<file path="src/rtl/llr_pkg.sv">
package llr_pkg;
  localparam logic [2:0] OP_RESERVE   = 3'd0;
  localparam logic [2:0] OP_PUT_COND  = 3'd1;
  localparam logic [2:0] OP_PUT_UNC_R = 3'd2;
  localparam logic [2:0] OP_PUT_UNC_Q = 3'd3;

  localparam logic [2:0] ST_COND_OK   = 3'd0;
  localparam logic [2:0] ST_COND_FAIL = 3'd1;
  localparam logic [2:0] ST_UNC_OK    = 3'd2;
  localparam logic [2:0] ST_GET_OK    = 3'd4;

  // two byte addresses fall in the same line of 2**shift bytes
  function automatic logic same_line(input logic [63:0] a, input logic [63:0] b,
                                     input int shift);
    return (a >> shift) == (b >> shift);
  endfunction

  // clears the byte offset within a line
  function automatic logic [63:0] line_base(input logic [63:0] a, input int shift);
    return (a >> shift) << shift;
  endfunction
endpackage

</file>
<file path="src/rtl/llr_decide.sv">
module llr_decide import llr_pkg::*; #(
  parameter int ADDR_W     = 32,
  parameter int SIZE_W     = 15,
  parameter int LINE_BYTES = 128
) (
  input  logic              cmd_valid,
  input  logic [2:0]        cmd_op,
  input  logic [ADDR_W-1:0] cmd_addr,
  input  logic [SIZE_W-1:0] cmd_size,
  input  logic              snoop_valid,
  input  logic [ADDR_W-1:0] snoop_addr,
  input  logic              resv_valid,
  input  logic [ADDR_W-1:0] resv_addr,
  output logic              snoop_hit,
  output logic              resv_load,
  output logic              resv_drop,
  output logic              push,
  output logic [2:0]        push_code,
  output logic              evt_set,
  output logic              lb_go,
  output logic              lb_write
);
  localparam int LINE_SHIFT = $clog2(LINE_BYTES);

  logic cmd_ok, held, cmd_hits;

  assign cmd_ok    = cmd_valid && (cmd_size == SIZE_W'(LINE_BYTES));
  assign snoop_hit = snoop_valid && resv_valid &&
                     same_line(64'(snoop_addr), 64'(resv_addr), LINE_SHIFT);
  // a snoop in the same cycle is seen before the command
  assign held      = resv_valid && !snoop_hit;
  assign cmd_hits  = held && same_line(64'(cmd_addr), 64'(resv_addr), LINE_SHIFT);

  always_comb begin
    resv_load = 1'b0;
    resv_drop = snoop_hit;
    push      = 1'b0;
    push_code = ST_COND_FAIL;
    evt_set   = snoop_hit;
    lb_go     = 1'b0;
    lb_write  = 1'b0;
    if (cmd_ok) begin
      case (cmd_op)
        OP_RESERVE: begin
          resv_load = 1'b1;
          push      = 1'b1;
          push_code = ST_GET_OK;
          lb_go     = 1'b1;
          if (held) evt_set = 1'b1;
        end
        OP_PUT_COND: begin
          push      = 1'b1;
          resv_drop = 1'b1;
          if (cmd_hits) begin
            push_code = ST_COND_OK;
            lb_go     = 1'b1;
            lb_write  = 1'b1;
          end else begin
            push_code = ST_COND_FAIL;
            if (held) evt_set = 1'b1;
          end
        end
        OP_PUT_UNC_R, OP_PUT_UNC_Q: begin
          lb_go    = 1'b1;
          lb_write = 1'b1;
          if (cmd_op == OP_PUT_UNC_R) begin
            push      = 1'b1;
            push_code = ST_UNC_OK;
          end
          if (cmd_hits) begin
            evt_set   = 1'b1;
            resv_drop = 1'b1;
          end
        end
        default: ;
      endcase
    end
  end
endmodule

</file>
<file path="src/rtl/llr_resv.sv">
module llr_resv import llr_pkg::*; #(
  parameter int ADDR_W     = 32,
  parameter int LINE_BYTES = 128
) (
  input  logic              clk,
  input  logic              rst_n,
  input  logic              load,
  input  logic              drop,
  input  logic [ADDR_W-1:0] load_addr,
  output logic              valid,
  output logic [ADDR_W-1:0] line_addr
);
  localparam int LINE_SHIFT = $clog2(LINE_BYTES);

  always_ff @(posedge clk) begin
    if (!rst_n) begin
      valid     <= 1'b0;
      line_addr <= '0;
    end else if (load) begin
      valid     <= 1'b1;
      line_addr <= ADDR_W'(line_base(64'(load_addr), LINE_SHIFT));
    end else if (drop) begin
      valid     <= 1'b0;
    end
  end
endmodule

</file>
<file path="src/rtl/llr_stat_chan.sv">
module llr_stat_chan (
  input  logic       clk,
  input  logic       rst_n,
  input  logic       push,
  input  logic [2:0] push_code,
  input  logic       pop,
  output logic       count,
  output logic [2:0] code
);
  always_ff @(posedge clk) begin
    if (!rst_n) begin
      count <= 1'b0;
      code  <= '0;
    end else if (push) begin
      count <= 1'b1;
      code  <= push_code;
    end else if (pop) begin
      count <= 1'b0;
    end
  end
endmodule

</file>
<file path="src/rtl/llr_event.sv">
module llr_event (
  input  logic clk,
  input  logic rst_n,
  input  logic set,
  input  logic ack,
  output logic flag
);
  always_ff @(posedge clk) begin
    if (!rst_n)   flag <= 1'b0;
    else if (set) flag <= 1'b1;
    else if (ack) flag <= 1'b0;
  end
endmodule

</file>
<file path="src/rtl/llr_unit.sv">
module llr_unit import llr_pkg::*; #(
  parameter int ADDR_W     = 32,
  parameter int SIZE_W     = 15,
  parameter int LINE_BYTES = 128
) (
  input  logic              clk,
  input  logic              rst_n,
  input  logic              cmd_valid,
  input  logic [2:0]        cmd_op,
  input  logic [ADDR_W-1:0] cmd_addr,
  input  logic [SIZE_W-1:0] cmd_size,
  input  logic              snoop_valid,
  input  logic [ADDR_W-1:0] snoop_addr,
  input  logic              stat_pop,
  output logic              stat_count,
  output logic [2:0]        stat_code,
  input  logic              evt_ack,
  output logic              lr_event,
  output logic              lb_req,
  output logic              lb_we,
  output logic [ADDR_W-1:0] lb_addr
);
  localparam int LINE_SHIFT = $clog2(LINE_BYTES);

  // named internal events, also observed by the checker
  logic              resv_valid;
  logic [ADDR_W-1:0] resv_addr;
  logic              snoop_hit, resv_load, resv_drop;
  logic              stat_push, evt_set, lb_go, lb_write;
  logic [2:0]        stat_push_code;

  llr_decide #(.ADDR_W(ADDR_W), .SIZE_W(SIZE_W), .LINE_BYTES(LINE_BYTES)) u_decide (
    .cmd_valid(cmd_valid), .cmd_op(cmd_op), .cmd_addr(cmd_addr), .cmd_size(cmd_size),
    .snoop_valid(snoop_valid), .snoop_addr(snoop_addr),
    .resv_valid(resv_valid), .resv_addr(resv_addr),
    .snoop_hit(snoop_hit), .resv_load(resv_load), .resv_drop(resv_drop),
    .push(stat_push), .push_code(stat_push_code), .evt_set(evt_set),
    .lb_go(lb_go), .lb_write(lb_write)
  );

  llr_resv #(.ADDR_W(ADDR_W), .LINE_BYTES(LINE_BYTES)) u_resv (
    .clk(clk), .rst_n(rst_n), .load(resv_load), .drop(resv_drop),
    .load_addr(cmd_addr), .valid(resv_valid), .line_addr(resv_addr)
  );

  llr_stat_chan u_stat (
    .clk(clk), .rst_n(rst_n), .push(stat_push), .push_code(stat_push_code),
    .pop(stat_pop), .count(stat_count), .code(stat_code)
  );

  llr_event u_event (
    .clk(clk), .rst_n(rst_n), .set(evt_set), .ack(evt_ack), .flag(lr_event)
  );

  always_ff @(posedge clk) begin
    if (!rst_n) begin
      lb_req  <= 1'b0;
      lb_we   <= 1'b0;
      lb_addr <= '0;
    end else begin
      lb_req <= lb_go;
      lb_we  <= lb_go && lb_write;
      if (lb_go) lb_addr <= ADDR_W'(line_base(64'(cmd_addr), LINE_SHIFT));
    end
  end
endmodule

</file>
<file path="config.mk">
export PLATFORM = sky130hd
export DESIGN_NAME = llr_unit
export DESIGN_NICKNAME = d
export VERILOG_FILES = /design/src/rtl/llr_pkg.sv /design/src/rtl/llr_decide.sv /design/src/rtl/llr_resv.sv /design/src/rtl/llr_stat_chan.sv /design/src/rtl/llr_event.sv /design/src/rtl/llr_unit.sv
export SDC_FILE = /design/constraint.sdc
export NUM_CORES = 1
export LEC_CHECK = 0
export ABC_AREA = 1
export BUFFER_PORTS_ARGS = -buffer_cell sky130_fd_sc_hd__buf_2
export CORE_AREA = 2 2 92 85
export CTS_CLUSTER_SIZE = 20
export DETAILED_ROUTE_END_ITERATION = 8
export DIE_AREA = 0 0 94 87
export PLACE_DENSITY_LB_ADDON = 0.2
export SETUP_SLACK_MARGIN = 0.3
export SKIP_LAST_GASP = 1
export SLEW_MARGIN = 20
export SYNTH_ARGS = -nofsm -noshare
export SYNTH_HDL_FRONTEND = slang
export SYNTH_SLANG_ARGS = --single-unit
</file>
<file path="constraint.sdc">
create_clock -name clk -period 2.4 [get_ports clk]
set_input_delay 0 -clock clk [delete_from_list [all_inputs] [get_ports clk]]
set_output_delay 0 -clock clk [all_outputs]
set_load 0.1 [all_outputs]
</file>
* Yosys cells after proc, flatten, opt, wreduce, memory -nomap -nowiden
Index checks and enable logic that the tools add are counted.
Word-level totals: output and inout port bits 39, input port bits 88, register bits after elaboration 58
Operators by class: multiplexer cells 27, reductions and logical operators 14, equal/unequal tests 6
Operator list (count):
- == test 25 bit | 2
- two-way mux 1 bit | 19
- == test 15 x 8 -> 1 bit (second input constant) | 1
- case mux 3 bit (3 select lines) | 1
- case mux 1 bit (2 select lines) | 4
- == test 3 x 2 -> 1 bit (second input constant) | 2
- logical AND 1 bit | 6
- nonzero test 2 bit | 3
- OR reduction 2 bit | 2
- == test 3 x 1 -> 1 bit (second input constant) | 1
- logical NOT 3 bit | 1
- two-way mux 3 bit | 1
- case mux 1 bit (3 select lines) | 1
- OR reduction 3 bit | 1
- two-way mux 2 bit | 1
- logical NOT 1 bit | 1

* Depth between registers and ports, before layout
depth in word-level cells 10, gate-level depth with buffers 16

* By module
A second synthesis with hierarchy kept.
Unflattened totals: cells, all modules 600, area, all modules 3485.8 um^2
Modules (own cells, without submodules):
- llr_decide | instances 1, cells an instance 283, area an instance 1178.6 um^2
- llr_unit | instances 1, cells an instance 173, area an instance 1167.4 um^2
- llr_resv | instances 1, cells an instance 120, area an instance 954.7 um^2
- llr_stat_chan | instances 1, cells an instance 18, area an instance 141.4 um^2
- llr_event | instances 1, cells an instance 6, area an instance 43.8 um^2

* Worst setup path after synthesis
OpenSTA, ideal clock, no wires.
path kind reg2reg, start reg u_resv.line_addr[18], end reg lb_addr[10], period minus slack after synthesis 1548 ps, data arrival time 1484 ps, cell stages (with the launch flop) 16, slack 852 ps, cell sequence dfxtp_1 inv_2 nand2_1 nand2_1 inv_1 nand2_1 nor2_1 nand2_1 nor2_1 nand3_2 nand2_4 nand2_4 inv_6 buf_12 nor2_2 nor2_2
Between the ends: longest elaborated chain between the ends 8, elaborated cells between the ends (all ways) 9, classes of those cells eq/ne (2); mux (3); reduce/logical (4)
RTL lines:
- start, declared | line llr_resv.sv:11 | output logic [ADDR_W-1:0] line_addr
- start signal, assigned | line llr_resv.sv:21 | line_addr <= ADDR_W'(line_base(64'(load_addr), LINE_SHIFT));
- == test 25 bit | line llr_pkg.sv:15 | return (a >> shift) == (b >> shift);
- logical AND 1 bit | line llr_decide.sv:28 | assign snoop_hit = snoop_valid && resv_valid &&
- logical NOT 1 bit | line llr_decide.sv:31 | assign held = resv_valid && !snoop_hit;
- logical AND 1 bit | line llr_decide.sv:31
- logical AND 1 bit (*) | line llr_decide.sv:32 | assign cmd_hits = held && same_line(64'(cmd_addr), 64'(resv_addr), LINE_SHIFT);
- two-way mux 1 bit (*) | line llr_decide.sv:54 | if (cmd_hits) begin
- case mux 1 bit (2 select lines) (*) | line llr_decide.sv:43 | case (cmd_op)
- two-way mux 1 bit (*) | line llr_decide.sv:42 | if (cmd_ok) begin
- end signal, assigned | line llr_unit.sv:63 | if (lb_go) lb_addr <= ADDR_W'(line_base(64'(cmd_addr), LINE_SHIFT));
- end, declared | line llr_unit.sv:21 | output logic [ADDR_W-1:0] lb_addr
Every way passes the cells marked *; elsewhere a longest branch is shown, timed or not. A chain may end at the register's enable or synchronous reset.

* Worst setup path after layout
start reg u_resv.line_addr[24], end reg lb_addr[8]
The elaborated chain is that of the path after synthesis.

==> results.ini <==
[setup_path]
path_class=flop to flop
cp_data_arrival_time_ns=2.26
endpoint_kind=flop
start_kind=flop
cp_data_required_time_ns=2.66
cp_max_fo=13
reg2reg_slack_ns=0.40

[synthesis]
ys_ff_latch=58
synth_top_area_share=0.301
synth_compound_area_frac=0.0896
synthTopCellsByCount=227 x nand2_1, 97 x inv_1, 63 x nor2_1, 58 x dfxtp_1, 41 x nand3_1
synth_top_family_by_area=simple AND/OR/NAND/NOR gates
ys_seq_area_frac=0.301
synth_mux_area_frac=0
synth_edf_count=0
synth.area.top_cells=dfxtp_1 30%, nand2_1 22%, inv_1 9.5%, nor2_2 6.5%, nor2_1 6.1%
synth-simple-area-share=0.438
synth.most_common_cell=nand2_1
yosys.area_share.adder=0
synth_top_area_cell=dfxtp_1
synth_area_sq_um=3850
async_flop_share=0
synth_flop_cell=dfxtp_1
avgSynthCellArea_sq_um=5.80
yosys_warnings=0
post_synth_num_cell_types=23
yosys.area_share.xor_xnor=0.0205
synthesis.instances=664

[drt]
drt_wl_total_um=12000
maxUsedRoutingLayer=met4
met1Wirelength_um=5260
ant_nets=0
viasPerCell=4.95
drt-initial-drc-count=335
route.met3.wl_um=863
drc=0
drtPass1Iterations=5
vias=4403
met2RoutedLength_um=5570
wire_per_inst_um=13.4

[sta]
fmaxAchievable_mhz=500
relSlewSlack=0.524
final-hold-violation-count=0
worst_pin_slew_ns=0.711
skew_ns=0.0116
fin_crit_ns=2.00
rsz0062_at_grt=true
setup_viol=0
setup_tns_ns=0
post-route-period-util=0.833
slew_viol_final=0

[die]
row_count=30
core_area_sq_um=7320
ios=127
die_width_um=94
die_h_um=87
die_area_sq_um=8180
initial_utilization=0.526

[global_routing]
grt_pass1_vias=4025
grt_max_degree=53
antenna_found_initial=0
grt_util_all_layers=0.294
grt_pass1_wl_um=18600
grt-ovfl-total=0

[cts]
clock-sinks=58
path_clk_slew_ns=0.07
cts-root-buf=clkbuf_8
clk_latency_ns=0.35
cts_tree=built
clockBufferDepth=2
numCtsBuffers=9
h-tree-depth=3

[power_and_ir_drop]
ir_worst_vdd_v=0.000325
p_leak_nw=2.57
powerDensity_nw_per_um2=443
finalPower_mw=2.16

[final_layout]
seq_area_sq_um=1160
nNetsFinal=878
fillers=704
drive_above_1_share=0.238
syn2layout_area_growth_pct=26.2
diodes=0
multiInputGateArea_sq_um=2200

[placed_design]
io_buffer_count=105
place_hpwl_um=8850
finalWeightedCongestion=0.928

[run]
drv_cap=0

[min_path]
min_path_type=input pin to flop

[outcome]
status=finished, final reports clean

==> final cells by class <==
| class | instances | area share |
|---|---|---|
| multi-input combinational | 478 | 0.452 |
| clock inverter | 4 | 0.00566 |
| tap | 96 | 0.0247 |
| timing repair buffer | 131 | 0.159 |
| clock buffer | 11 | 0.0311 |
| inverter | 112 | 0.0890 |
| sequential | 58 | 0.239 |
==> through the flow <==
stage | util | cells | worst slack, ns | instance area [sq um] | hold slack [ns]
after floorplan | - | 670 | 0.852 | 3870 | 0.163
after global placement | 0.600 | 851 | 0.352 | 4390 | 0.260
after detailed placement | 0.600 | 851 | 0.309 | 4390 | 0.264
after CTS | 0.655 | 887 | 0.328 | 4800 | 0.000600
after global routing | 0.664 | 890 | 0.295 | 4860 | 0.00995
final | 0.664 | 890 | 0.401 | 4860 | 0.00920
==> critical path, cell delays in order (launching register included) <==
cell     delay [ns]
dfxtp_1        0.38
inv_2          0.06
nand2_1        0.10
nand2_1        0.07
a21oi_1        0.14
nand3_1        0.11
nor2_1         0.27
nand3_4        0.16
buf_4          0.17
nand2_4        0.18
nand3_1        0.13
nand2_1        0.09
nor2_2         0.04
==> power breakdown <==
group	internal, mW	total [mW]	switching [mW]
sequential	0.962	0.962	0.00000520
clock	0.423	0.839	0.416
combinational	0.125	0.355	0.230
==> cells by family (layout without fill, tap and decap cells) <==
logic type / after synthesis / count (layout)
other cells: 1 / 7
xor+xnor: 9 / 9
buf+inv: 135 / 258
flops: 58 / 58
simple gates: 392 / 393
compound gates: 69 / 69
==> repair_timing <==
action                                  CTS  global route
resized for setup                         2            10
pin swaps                                 0             3
gates cloned                              0             1
buffers inserted                          0             2
hold buffers                             21             0
endpoints found under the hold margin    21             0
endpoints found under the setup margin   25            26
==> layer usage <==
metal  global-route usage  vias to the layer above
met5                    0                        -
met3               0.0580                       24
met2                0.501                      163
met1                0.374                     1955
met4               0.0962                        0
li1                     -                     2261
==> path summary, 6_finish.rpt <==
path,start,to,cells past startpoint
setup / recovery,u_resv.line_addr[24]$_SDFFE_PN0P_,lb_addr[8]$_SDFFE_PN0P_,12
hold / removal,cmd_addr[20],u_resv.line_addr[20]$_SDFFE_PN0P_,3
setup reg to reg,u_resv.line_addr[24]$_SDFFE_PN0P_,lb_addr[8]$_SDFFE_PN0P_,12
hold reg to reg,lb_addr[20]$_SDFFE_PN0P_,lb_addr[20]$_SDFFE_PN0P_,2
==> flip-flops by register name, summed over array words and instances (netlist names) <==
register          flops
lb_addr              25
lb_req                1
lb_we                 1
u_event.flag          1
u_resv.line_addr     25
u_resv.valid          1
u_stat.code           3
u_stat.count          1
==> layout by cell type (no fill, tap or decap), types with 2 or more instances in the layout <==
master | synthesis | routed
dlygate4sd3_1 | 0 | 21
buf_2 | 2 | 105
nor2_1 | 63 | 60
a21oi_1 | 36 | 36
nand2_8 | 0 | 2
dfxtp_1 | 58 | 58
conb_1 | 1 | 7
inv_2 | 13 | 13
clkinvlp_4 | 0 | 3
nand3_1 | 41 | 40
nand4_1 | 14 | 14
buf_4 | 8 | 5
o21ai_0 | 32 | 32
clkbuf_8 | 0 | 11
inv_1 | 97 | 97
nor3_1 | 3 | 3
nor2_2 | 40 | 43
xnor2_1 | 9 | 8
nand2_1 | 227 | 226
No activity file was read; power rests on OpenSTA's default activity.
